`config.mk`:
```
export PLATFORM = sky130hd
export DESIGN_NAME = fb_route_sel
export DESIGN_NICKNAME = d
export VERILOG_FILES = /design/src/rtl/fb_route_pkg.sv /design/src/rtl/fb_lfsr16.sv /design/src/rtl/fb_min_pick.sv /design/src/rtl/fb_ugal_cmp.sv /design/src/rtl/fb_route_sel.sv
export SDC_FILE = /design/constraint.sdc
export NUM_CORES = 1
export LEC_CHECK = 0
export BUFFER_PORTS_ARGS = -buffer_cell sky130_fd_sc_hd__buf_2
export CORE_MARGIN = 2
export CORE_UTILIZATION = 60
export CTS_BUF_LIST = sky130_fd_sc_hd__clkbuf_2 sky130_fd_sc_hd__clkbuf_4 sky130_fd_sc_hd__clkbuf_8
export DETAILED_ROUTE_END_ITERATION = 12
export PLACE_DENSITY = 0.9
export SYNTH_ARGS = -nofsm -noshare
export SYNTH_HDL_FRONTEND = slang
export SYNTH_HIERARCHICAL = 1
export SYNTH_SLANG_ARGS = --single-unit
```
`constraint.sdc`:
```
create_clock -name clk -period 15.23 [get_ports clk]
set_input_delay 3.046 -clock clk [delete_from_list [all_inputs] [get_ports clk]]
set_output_delay 3.046 -clock clk [all_outputs]
set_load 0.005 [all_outputs]
```
`src/rtl/fb_route_pkg.sv`:
```
package fb_route_pkg;
  localparam int LFSR_W = 16;

  typedef enum logic [1:0] {
    RT_MINADAPT = 2'd0,
    RT_VALIANT  = 2'd1,
    RT_UGAL     = 2'd2,
    RT_MINALT   = 2'd3
  } rt_mode_e;
endpackage

```
`src/rtl/fb_lfsr16.sv`:
```
module fb_lfsr16 #(
  parameter logic [15:0] SEED = 16'h1D2B
) (
  input  logic        clk,
  input  logic        rst_n,
  input  logic        adv,
  output logic [15:0] state
);
  function automatic logic [15:0] step(input logic [15:0] s);
    return {s[14:0], s[15] ^ s[13] ^ s[12] ^ s[10]};
  endfunction

  always_ff @(posedge clk or negedge rst_n) begin
    if (!rst_n)   state <= SEED;
    else if (adv) state <= step(state);
  end
endmodule

```
`src/rtl/fb_min_pick.sv`:
```
module fb_min_pick #(
  parameter int K    = 4,
  parameter int NDIM = 3,
  parameter int QW   = 6,
  localparam int DW    = $clog2(K),
  localparam int AW    = NDIM * DW,
  localparam int NPORT = 1 + NDIM * (K - 1),
  localparam int PW    = $clog2(NPORT),
  localparam int HW    = $clog2(2 * NDIM + 1)
) (
  input  logic [AW-1:0]       here,
  input  logic [AW-1:0]       tgt,
  input  logic [NPORT*QW-1:0] q_occ,
  output logic                at_tgt,
  output logic [PW-1:0]       port,
  output logic [QW-1:0]       occ,
  output logic [HW-1:0]       hops
);
  function automatic logic [PW-1:0] port_of(input int d, input logic [DW-1:0] u,
                                             input logic [DW-1:0] v);
    int idx;
    idx = 1 + d * (K - 1) + ((v < u) ? int'(v) : int'(v) - 1);
    return PW'(idx);
  endfunction

  logic [NDIM-1:0] cand_diff;
  logic [PW-1:0]   cand_port [NDIM];
  logic [QW-1:0]   cand_occ  [NDIM];

  genvar d;
  generate
    for (d = 0; d < NDIM; d++) begin : g_dim
      assign cand_diff[d] = here[d*DW +: DW] != tgt[d*DW +: DW];
      assign cand_port[d] = port_of(d, here[d*DW +: DW], tgt[d*DW +: DW]);
      assign cand_occ[d]  = q_occ[int'(cand_port[d])*QW +: QW];
    end
  endgenerate

  always_comb begin
    logic found;
    found = 1'b0;
    port  = '0;
    occ   = '0;
    hops  = '0;
    for (int i = 0; i < NDIM; i++) begin
      if (cand_diff[i]) begin
        hops = hops + HW'(1);
        if (!found || cand_occ[i] < occ) begin
          found = 1'b1;
          port  = cand_port[i];
          occ   = cand_occ[i];
        end
      end
    end
  end

  assign at_tgt = (here == tgt);
endmodule

```
`src/rtl/fb_ugal_cmp.sv`:
```
module fb_ugal_cmp #(
  parameter int K    = 4,
  parameter int NDIM = 3,
  parameter int QW   = 6,
  localparam int DW  = $clog2(K),
  localparam int AW  = NDIM * DW,
  localparam int HW  = $clog2(2 * NDIM + 1),
  localparam int PRW = QW + HW
) (
  input  logic [QW-1:0] q_min,
  input  logic [HW-1:0] h_min,
  input  logic [QW-1:0] q_nm,
  input  logic [HW-1:0] h_to_mid,
  input  logic [AW-1:0] mid,
  input  logic [AW-1:0] dst,
  output logic          take_nm
);
  function automatic logic [HW-1:0] diff_cnt(input logic [AW-1:0] a, input logic [AW-1:0] b);
    logic [HW-1:0] n;
    n = '0;
    for (int i = 0; i < NDIM; i++)
      if (a[i*DW +: DW] != b[i*DW +: DW]) n = n + HW'(1);
    return n;
  endfunction

  logic [HW-1:0]  h_nm;
  logic [PRW-1:0] cost_min, cost_nm;

  assign h_nm     = h_to_mid + diff_cnt(mid, dst);
  assign cost_min = PRW'(q_min) * PRW'(h_min);
  assign cost_nm  = PRW'(q_nm) * PRW'(h_nm);
  assign take_nm  = cost_min > cost_nm;
endmodule

```
`src/rtl/fb_route_sel.sv`:
```
module fb_route_sel
  import fb_route_pkg::*;
#(
  parameter int          K         = 4,
  parameter int          NDIM      = 3,
  parameter int          QW        = 6,
  parameter logic [15:0] LFSR_SEED = 16'h1D2B,
  localparam int DW    = $clog2(K),
  localparam int AW    = NDIM * DW,
  localparam int NPORT = 1 + NDIM * (K - 1),
  localparam int PW    = $clog2(NPORT),
  localparam int HW    = $clog2(2 * NDIM + 1),
  localparam int SLW   = LFSR_W / NDIM
) (
  input  logic                clk,
  input  logic                rst_n,
  input  logic                stall,
  input  logic                hdr_valid,
  input  logic                hdr_first,
  input  logic                hdr_phase,
  input  logic [AW-1:0]       hdr_dst,
  input  logic [AW-1:0]       hdr_mid,
  input  logic [AW-1:0]       my_coord,
  input  logic [1:0]          mode,
  input  logic [NPORT*QW-1:0] q_occ,
  output logic                rt_valid,
  output logic [PW-1:0]       rt_port,
  output logic                rt_phase,
  output logic [AW-1:0]       rt_mid
);
  function automatic logic [AW-1:0] node_from(input logic [LFSR_W-1:0] s);
    logic [AW-1:0] r;
    int            slice;
    r = '0;
    for (int i = 0; i < NDIM; i++) begin
      slice = int'(s >> (i * SLW)) & ((1 << SLW) - 1);
      r[i*DW +: DW] = DW'(slice % K);
    end
    return r;
  endfunction

  rt_mode_e mode_e;
  assign mode_e = rt_mode_e'(mode);

  // named internal events
  logic          accept, mid_reached, fresh, draw_mid, take_nm;
  logic [15:0]   lfsr_q;
  logic [AW-1:0] rnd_node, cont_tgt;
  logic          cont_phase;

  assign accept      = hdr_valid && !stall;
  assign mid_reached = hdr_phase && (my_coord == hdr_mid);
  assign cont_phase  = hdr_phase && !mid_reached;
  assign cont_tgt    = cont_phase ? hdr_mid : hdr_dst;
  assign rnd_node    = node_from(lfsr_q);

  fb_lfsr16 #(.SEED(LFSR_SEED)) u_lfsr (
    .clk(clk), .rst_n(rst_n), .adv(accept), .state(lfsr_q)
  );

  logic          a_at, b_at;
  logic [PW-1:0] a_port, b_port;
  logic [QW-1:0] a_occ, b_occ;
  logic [HW-1:0] a_hops, b_hops;

  fb_min_pick #(.K(K), .NDIM(NDIM), .QW(QW)) u_pick_tgt (
    .here(my_coord), .tgt(cont_tgt), .q_occ(q_occ),
    .at_tgt(a_at), .port(a_port), .occ(a_occ), .hops(a_hops)
  );

  fb_min_pick #(.K(K), .NDIM(NDIM), .QW(QW)) u_pick_rnd (
    .here(my_coord), .tgt(rnd_node), .q_occ(q_occ),
    .at_tgt(b_at), .port(b_port), .occ(b_occ), .hops(b_hops)
  );

  fb_ugal_cmp #(.K(K), .NDIM(NDIM), .QW(QW)) u_ugal (
    .q_min(a_occ), .h_min(a_hops), .q_nm(b_occ), .h_to_mid(b_hops),
    .mid(rnd_node), .dst(hdr_dst), .take_nm(take_nm)
  );

  assign fresh    = hdr_first && !hdr_phase && (my_coord != hdr_dst) && !b_at;
  assign draw_mid = fresh && ((mode_e == RT_VALIANT) || (mode_e == RT_UGAL && take_nm));

  logic [PW-1:0] nxt_port;
  logic          nxt_phase;
  logic [AW-1:0] nxt_mid;

  always_comb begin
    if (draw_mid) begin
      nxt_port  = b_port;
      nxt_phase = 1'b1;
      nxt_mid   = rnd_node;
    end else begin
      nxt_port  = a_at ? '0 : a_port;
      nxt_phase = cont_phase;
      nxt_mid   = hdr_mid;
    end
  end

  always_ff @(posedge clk or negedge rst_n) begin
    if (!rst_n) begin
      rt_valid <= 1'b0;
      rt_port  <= '0;
      rt_phase <= 1'b0;
      rt_mid   <= '0;
    end else if (!stall) begin
      rt_valid <= hdr_valid;
      if (hdr_valid) begin
        rt_port  <= nxt_port;
        rt_phase <= nxt_phase;
        rt_mid   <= nxt_mid;
      end
    end
  end
endmodule

```
; After elaboration in Yosys (flattened, before gate mapping)
; Cells that the tools add are included.
[word_totals]
reg_bits = 28
latchBits = 0
mem_bits_rw = 0
mem_bits_ro = 0
input_bits = 86
out_inout_bits = 12
wordCells = 136
n_memories = 0
[classes]
addsub = 19
mul = 8
n_div = 0
n_lt_le_gt_ge = 11
n_eq_ne = 15
shifts = 6
n_mux = 46
bitwise_logic = 4
reduce_logical = 22
[ops]
columns = cell, n
row1 = 60-bit by 32-bit indexed part select with 6-bit output, 6
row2 = 4-bit 2-to-1 mux, 18
row3 = 6-bit 2-to-1 mux, 12
row4 = "4-bit by 2-bit multiplier with 6-bit output, second input constant", 6
row5 = 6-bit less-than comparator, 4
row6 = 6-bit == test, 3
row7 = 6-bit by 3-bit multiplier with 9-bit output, 2
row8 = 3-bit 2-to-1 mux, 6
row9 = 2-bit inequality test, 9
row10 = "2-bit by 1-bit subtractor with 3-bit output, second input constant", 6
row11 = "4-bit adder, first input constant", 4
row12 = 2-bit less-than comparator, 6
row13 = 1-bit 2-to-1 mux, 10
row14 = "3-bit by 1-bit adder with 3-bit output, second input constant", 3
row15 = 9-bit greater-than comparator, 1
row16 = "2-bit by 4-bit adder with 4-bit output, first input constant", 2
row17 = 1-bit logical AND, 8
row18 = 1-bit zero test, 8
row19 = "1-bit by 1-bit adder with 2-bit output, second input constant", 3
row20 = 6-bit inequality test, 1
row21 = 1-bit logical OR, 5
row22 = 3-bit adder, 1
row23 = 1-bit bitwise XOR, 3
row24 = "2-bit by 1-bit == test with 1-bit output, second input constant", 1
row25 = other kinds (3), 3

; Longest topological paths before layout
[depth]
word_depth = 25
mapped_depth = 56
ltp_nobuf = 52

; Hierarchy
; The synthesis kept the hierarchy.
[by_module_without_submodules]
columns = mod, n_inst, cells_each, area_each_um2, seq_area_each_um2
row1 = fb_min_pick (u_pick_rnd), 1, 342, 2815.2, 0.0
row2 = fb_min_pick (u_pick_tgt), 1, 251, 2401.1, 0.0
row3 = fb_ugal_cmp, 1, 160, 1249.9, 0.0
row4 = fb_route_sel, 1, 105, 969.7, 300.3
row5 = fb_lfsr16, 1, 38, 675.6, 410.4

; Worst setup path after synthesis
; OpenSTA, ideal clock, no wires.
[synth_path]
kind = input -> register
start = input my_coord[3]
end = register rt_port[1]
setup_ns = 0.082
arrival_time_ns = 13.570
required_time_ns = 15.148
slack_ns = 1.578
path_stages = 51
n_path_buf = 4
path_cell_list = xnor2_1 -> nand4_1 -> o31ai_4 -> mux2_2 -> ha_1 -> nor2b_1 -> o21ai_0 -> and2_1 -> buf_2 -> buf_2 -> ha_1 -> nor2b_1 -> a21boi_0 -> nor2_1 -> buf_2 -> mux4_2 -> mux2i_1 -> o22a_1 -> [... 15 more ...] -> mux2_2 -> nand2_1 -> fa_1 -> inv_1 -> ha_1 -> fa_1 -> a21o_1 -> a21oi_1 -> o21ai_0 -> ha_1 -> a21oi_1 -> o21ai_0 -> nor3_1 -> a21oi_1 -> and3b_1 -> o21ai_2 -> a32oi_1 -> a31oi_1
[synth_via]
elab_chain_cells = 25
elab_cells_between_ends = 89
classes_between = add/sub: 11 / mul: 6 / order compare: 9 / eq/ne: 8 / shift: 4 / mux: 35 / reduce/logical: 16
[synth_lines]
columns = item, line
row1 = "start, declared", fb_route_sel.sv:23  ; input logic [AW-1:0] my_coord,
row2 = 6-bit == test *, fb_route_sel.sv:52  ; assign mid_reached = hdr_phase && (my_coord == hdr_mid);
row3 = 1-bit logical AND *, fb_route_sel.sv:52
row4 = 1-bit zero test *, fb_route_sel.sv:53  ; assign cont_phase = hdr_phase && !mid_reached;
row5 = 1-bit logical AND *, fb_route_sel.sv:53
row6 = 6-bit 2-to-1 mux *, fb_route_sel.sv:54  ; assign cont_tgt = cont_phase ? hdr_mid : hdr_dst;
row7 = named net cont_tgt[1], fb_route_sel.sv:48  ; logic [AW-1:0] rnd_node, cont_tgt;
row8 = 2-bit by 1-bit subtractor with 3-bit output / 2-bit less-than comparator (equally long branches), fb_min_pick.sv:22  ; idx = 1 + d * (K - 1) + ((v < u) ? int'(v) : int'(v) - 1);
row9 = 4-bit 2-to-1 mux, fb_min_pick.sv:22
row10 = [... 12 more ...], -
row11 = named net a_occ[1], fb_route_sel.sv:63  ; logic [QW-1:0] a_occ, b_occ;
row12 = 6-bit by 3-bit multiplier with 9-bit output *, fb_ugal_cmp.sv:30  ; assign cost_min = PRW'(q_min) * PRW'(h_min);
row13 = 9-bit greater-than comparator *, fb_ugal_cmp.sv:32  ; assign take_nm = cost_min > cost_nm;
row14 = named net take_nm, fb_route_sel.sv:46  ; logic accept, mid_reached, fresh, draw_mid, take_nm;
row15 = 1-bit logical AND *, fb_route_sel.sv:82  ; assign draw_mid = fresh && ((mode_e == RT_VALIANT) || (mode_e == RT_UGAL && take_nm));
row16 = 1-bit logical OR *, fb_route_sel.sv:82
row17 = 1-bit logical AND *, fb_route_sel.sv:82
row18 = 4-bit 2-to-1 mux *, fb_route_sel.sv:89  ; if (draw_mid) begin
row19 = "end signal, assigned", fb_route_sel.sv:109  ; rt_port <= nxt_port;
row20 = "end, declared", fb_route_sel.sv:27  ; output logic [PW-1:0] rt_port,
; The timed path passes the listed nets; every way through them passes the cells marked *.
; A chain may end at the register's enable or synchronous reset.

; Worst setup path in the final report
[layout_path]
start = input my_coord[3]
end = register rt_mid[0]
[layout_via]
elab_chain_cells = 25
elab_cells_between_ends = 78
classes_between = add/sub: 11 / mul: 6 / order compare: 9 / eq/ne: 7 / shift: 4 / mux: 25 / reduce/logical: 16
[layout_lines]
columns = item, line
row1 = 6-bit == test *, fb_route_sel.sv:52
row2 = 1-bit logical AND *, fb_route_sel.sv:52
row3 = 1-bit zero test *, fb_route_sel.sv:53
row4 = 1-bit logical AND *, fb_route_sel.sv:53
row5 = 6-bit 2-to-1 mux *, fb_route_sel.sv:54
row6 = named net cont_tgt[1], fb_route_sel.sv:48
row7 = 2-bit by 1-bit subtractor with 3-bit output / 2-bit less-than comparator (equally long branches), fb_min_pick.sv:22
row8 = 4-bit 2-to-1 mux, fb_min_pick.sv:22
row9 = [... 12 more ...], -
row10 = named net a_occ[1], fb_route_sel.sv:63
row11 = 6-bit by 3-bit multiplier with 9-bit output *, fb_ugal_cmp.sv:30
row12 = 9-bit greater-than comparator *, fb_ugal_cmp.sv:32
row13 = named net take_nm, fb_route_sel.sv:46
row14 = 1-bit logical AND *, fb_route_sel.sv:82
row15 = 1-bit logical OR *, fb_route_sel.sv:82
row16 = 1-bit logical AND *, fb_route_sel.sv:82
row17 = 6-bit 2-to-1 mux *, fb_route_sel.sv:89
row18 = "end signal, assigned", fb_route_sel.sv:111  ; rt_mid <= nxt_mid;
row19 = "end, declared", fb_route_sel.sv:29  ; output logic [AW-1:0] rt_mid
; Marks and branches as above.

==> summary.log <==
INFO  run_status     outcome=finished clean
INFO  detailed_routing dr.pass1.iters=7
INFO  timing         setup_repair_after_global_routing_missed_its_margin=no
INFO  place          dpl.cell_count=1141
INFO  clock_tree     numCtsBuffers=3
INFO  detailed_routing initialDrtViolationCount=1033
INFO  die            core_footprint=0.0132mm^2
INFO  worst_setup_path crit_slowest_cell=or4_4
INFO  place          port-buffer-count=97
INFO  timing         shortest_period_the_worst_path_allows=14.45ns
INFO  synth          synth-async-reset-ratio=100%
INFO  synth          yosys.area_share.xor_xnor=4.74%
INFO  layout         areaGrowthSynthToFinish=8.34%
INFO  detailed_routing route.final.wire_length=25.3mm
INFO  synth          yosys_warnings=6
INFO  place          pre_cts_setup_slack=0.478ns
INFO  synth          post_synth_fa_ha_maj_area_fraction=14.1%
INFO  timing         setup_violations=0
INFO  die            die-height=120um
INFO  die            rows=42
INFO  worst_setup_path worstSetupPathType=input port to flop
INFO  grt            first_global_vias=7806
INFO  synth          synth_largest_type_area_fraction=16.4%
INFO  detailed_routing num_vias=8259
INFO  timing         worst_setup_slack_final=0.783ns
INFO  synth          yosysUniqueCellTypes=86
INFO  worst_setup_path timing.rr.end=rt_mid[0]
INFO  layout         finish.cell_count_without_fillers=1145
INFO  grt            grt_util_all_layers=34.4%
INFO  detailed_routing via_cell_ratio=7.21
INFO  worst_setup_path cp_data_arrival_time=14.64ns
INFO  detailed_routing detail_route.wl_per_cell=22.1um
INFO  timing         slew_viol_final=0
INFO  layout         antenna-diode-count=0
INFO  synth          postSynthRegisterBits=28
INFO  worst_setup_path library_cell_appearing_most_often_on_the_critical_path=ha_1
INFO  timing         maxClockFrequency=69.2MHz
INFO  synth          synth-compound-area-share=18.5%
INFO  synth          yosysSeqAreaShare=8.76%
INFO  clock_tree     clk_path_buf_depth=2
INFO  worst_setup_path worst-endpoint-required=15.43ns
INFO  timing         finalHoldViolCount=0
INFO  worst_hold_path hold-path-endpoint=rt_valid
INFO  detailed_routing post-route-drc-count=0
INFO  grt            grt_start_max_net_pins=41
INFO  layout         final.fill_count=1097
INFO  die            dieArea=0.0145mm^2
INFO  worst_setup_path setup.worst_path.start=my_coord[3]
INFO  synth          post_synth_main_area_contributors=mux4_2, ha_1, mux2i_1, dfrtp_1, mux2_2
INFO  worst_hold_path timing.hold.worst_path_depth=1
INFO  worst_hold_path hold_path.startpoint=rt_valid
INFO  synth          synth-main-ff-cell=dfrtp_1
INFO  synth          synthMuxAreaShare=31.0%
INFO  synth          synth_enable_flop_cells=0
INFO  clock_tree     path_clk_slew=0.10ns
INFO  layout         nets=1141
INFO  synth          largest_family_of_logic_cells_by_synthesized_area=multiplexers
INFO  synth          synth_area_per_cell=9.05um^2
INFO  place          dp_hpwl=19.7mm
INFO  synth          synth_cells=896
INFO  die            initial_core_util=61.3%
INFO  worst_setup_path r2r.worst_path.cells=44
INFO  synth          synthesized_area_fraction_occupied_by_and_or_nand_nor_cells=16.9%
INFO  die            dieWidth=120um
INFO  synth          synth.net_count=1067
INFO  worst_setup_path timing.critical_path.from_type=input port
INFO  worst_setup_path cpPeakStageDelay=0.59ns
INFO  layout         share_of_final_layout_standard_cells_stronger_than_drive_strength_1=26.1%
INFO  flow_run       maxCapViolations=0
INFO  grt            initial_antenna_violation_count=1
INFO  synth          synth_top_cell_by_area=mux4_2
INFO  worst_setup_path timing.rr.start=u_lfsr/state[0]
INFO  place          place_area=0.00870mm^2
INFO  timing         fin_skew=0.000883ns
INFO  timing         slew_at_the_pin_closest_to_its_max_slew_limit=1.11ns
INFO  grt            grt_pass1_wl=40.2mm
INFO  die            design.portCount=98
INFO  timing         timing.max_slew.rel_slack=25.5%
INFO  timing         setup-tns-final=0ns
INFO  worst_setup_path reg2reg_setup_slack=3.67ns
INFO  worst_setup_path crit_path_end_kind=flop
INFO  layout         final_design_area_no_fill=0.00879mm^2
INFO  clock_tree     clock-root-buffer=clkbuf_8
INFO  worst_hold_path min-delay-path-class=flop to flop
INFO  grt            overflow=0
INFO  clock_tree     insertion_delay=0.28ns
INFO  place          routabilityCongestion=1.04
INFO  clock_tree     tritoncts=done
INFO  worst_setup_path highest_net_fanout_along_the_worst_path=11
INFO  clock_tree     ctsHtreeMaxLevel=1
INFO  synth          syn_std_cell_area=0.00811mm^2
INFO  timing         finalCritPeriodShare=94.9%
INFO  detailed_routing detail-route-antenna-nets=0
INFO  clock_tree     cts_num_sinks=28
-- per-stage QoR --
stage | hold slack (ns) | utilization, %
finish | 0.505 | 66.4
global route | 0.525 | 66.4
CTS | 0.513 | 66.3
detailed placement | 0.492 | 65.7
global placement | 0.462 | 65.7
floorplan | 0.475 | -
-- layout by cell type, fill, tap and decap left out, drive strengths merged, types with 9 or more instances in the layout --
cell / count
dfrtp: 20
fa: 11
nand4: 9
mux4: 63
inv: 70
nor3: 9
nor3b: 11
and3: 9
nor2: 54
nand2b: 12
a31oi: 18
nand2: 61
mux2i: 66
ha: 74
xor2: 13
nand3: 23
o211ai: 22
o21ai: 38
xnor2: 27
a21o: 13
o22ai: 17
a22oi: 9
buf: 108
and2: 24
nor2b: 16
a21oi: 35
mux2: 34
a211oi: 11
-- critical path, delay by kind of cell --
family | cells | cell delay (ns)
XOR/XNOR | 1 | 0.18
AO/OA/AOI/OAI | 22 | 4.39
buffers and inverters | 4 | 0.53
adder cells (fa/ha/maj) | 8 | 2.57
multiplexers | 5 | 1.64
AND/OR/NAND/NOR | 10 | 2.26
-- metal layers --
layer | vias up | share of wire (%) | track usage (%)
li1 | 3574 | - | -
met1 | 3936 | 37 | 44.3
met2 | 601 | 46 | 57.4
met3 | 148 | 12 | 8.07
met4 | 0 | 4.9 | 11.1
met5 | - | 0 | 0
-- sequential cells by signal, summed over array words and instances (netlist names) --
register,count
u_lfsr/state,16
rt_port,4
rt_valid,1
rt_mid,6
rt_phase,1
-- cells in the mapped netlist, types with 4 or more instances --
cell type and number:
a211o_1 7, a211oi_1 11, a21o_1 13, a21oi_1 33, a22oi_1 9, a31oi_1 18, a32oi_1 5, and2_1 23
and3_1 8, buf_2 12, buf_6 5, clkbuf_1 16, dfrtp_1 20, dfstp_2 8, fa_1 11, ha_1 74
inv_1 68, mux2_2 25, mux2_4 9, mux2i_1 66, mux4_1 4, mux4_2 59, nand2_1 60, nand2b_1 12
nand3_1 23, nand3b_1 4, nand4_1 9, nor2_1 52, nor2b_1 14, nor3_1 9, nor3b_1 11, nor4b_1 4
o211ai_1 20, o21a_1 4, o21ai_0 34, o22a_1 5, o22ai_1 17, o31ai_1 4, or3_1 4, or3b_2 4
xnor2_1 24, xor2_1 13
-- repair_timing --
| action | 4_1_cts | 5_1_grt |
|---|---|---|
| hold endpoints to repair | 0 | 0 |
| buffers inserted | 0 | 0 |
| gates resized for setup | 0 | 4 |
| setup endpoints to repair | 0 | 11 |
| hold buffers | 0 | 0 |
-- worst max path at each step --
stage | endpoint | cells past startpoint
final | rt_mid[0] | 50
after global placement | rt_port[0] | 51
after CTS | rt_mid[3] | 51
after global routing | rt_port[0] | 50
after detailed placement | rt_port[0] | 51
after floorplan | rt_port[1] | 51
-- area by class of cell --
class	count	area (um^2)	share of cell area (%)
multi-input combinational	759	6960	79.1
tap	176	220	2.51
inverter	70	263	2.99
timing repair buffer	108	568	6.46
clock buffer	3	41.3	0.470
sequential	28	711	8.09
clock inverter	1	30.0	0.342
-- cell families (layout without fill, tap and decap cells) --
kind of cell / after synthesis / in the layout
xor gates and xnor gates: 40 / 40
muxes: 163 / 163
AOI/OAI and AO/OA: 214 / 214
and+or+nand+nor: 257 / 257
buffers and inverters: 109 / 182
DFF: 28 / 28
adders and majority gates: 85 / 85
Power is left out: the tool's default activity adds up to more than one toggle a clock period on the data nets, which glitch-free logic cannot reach.
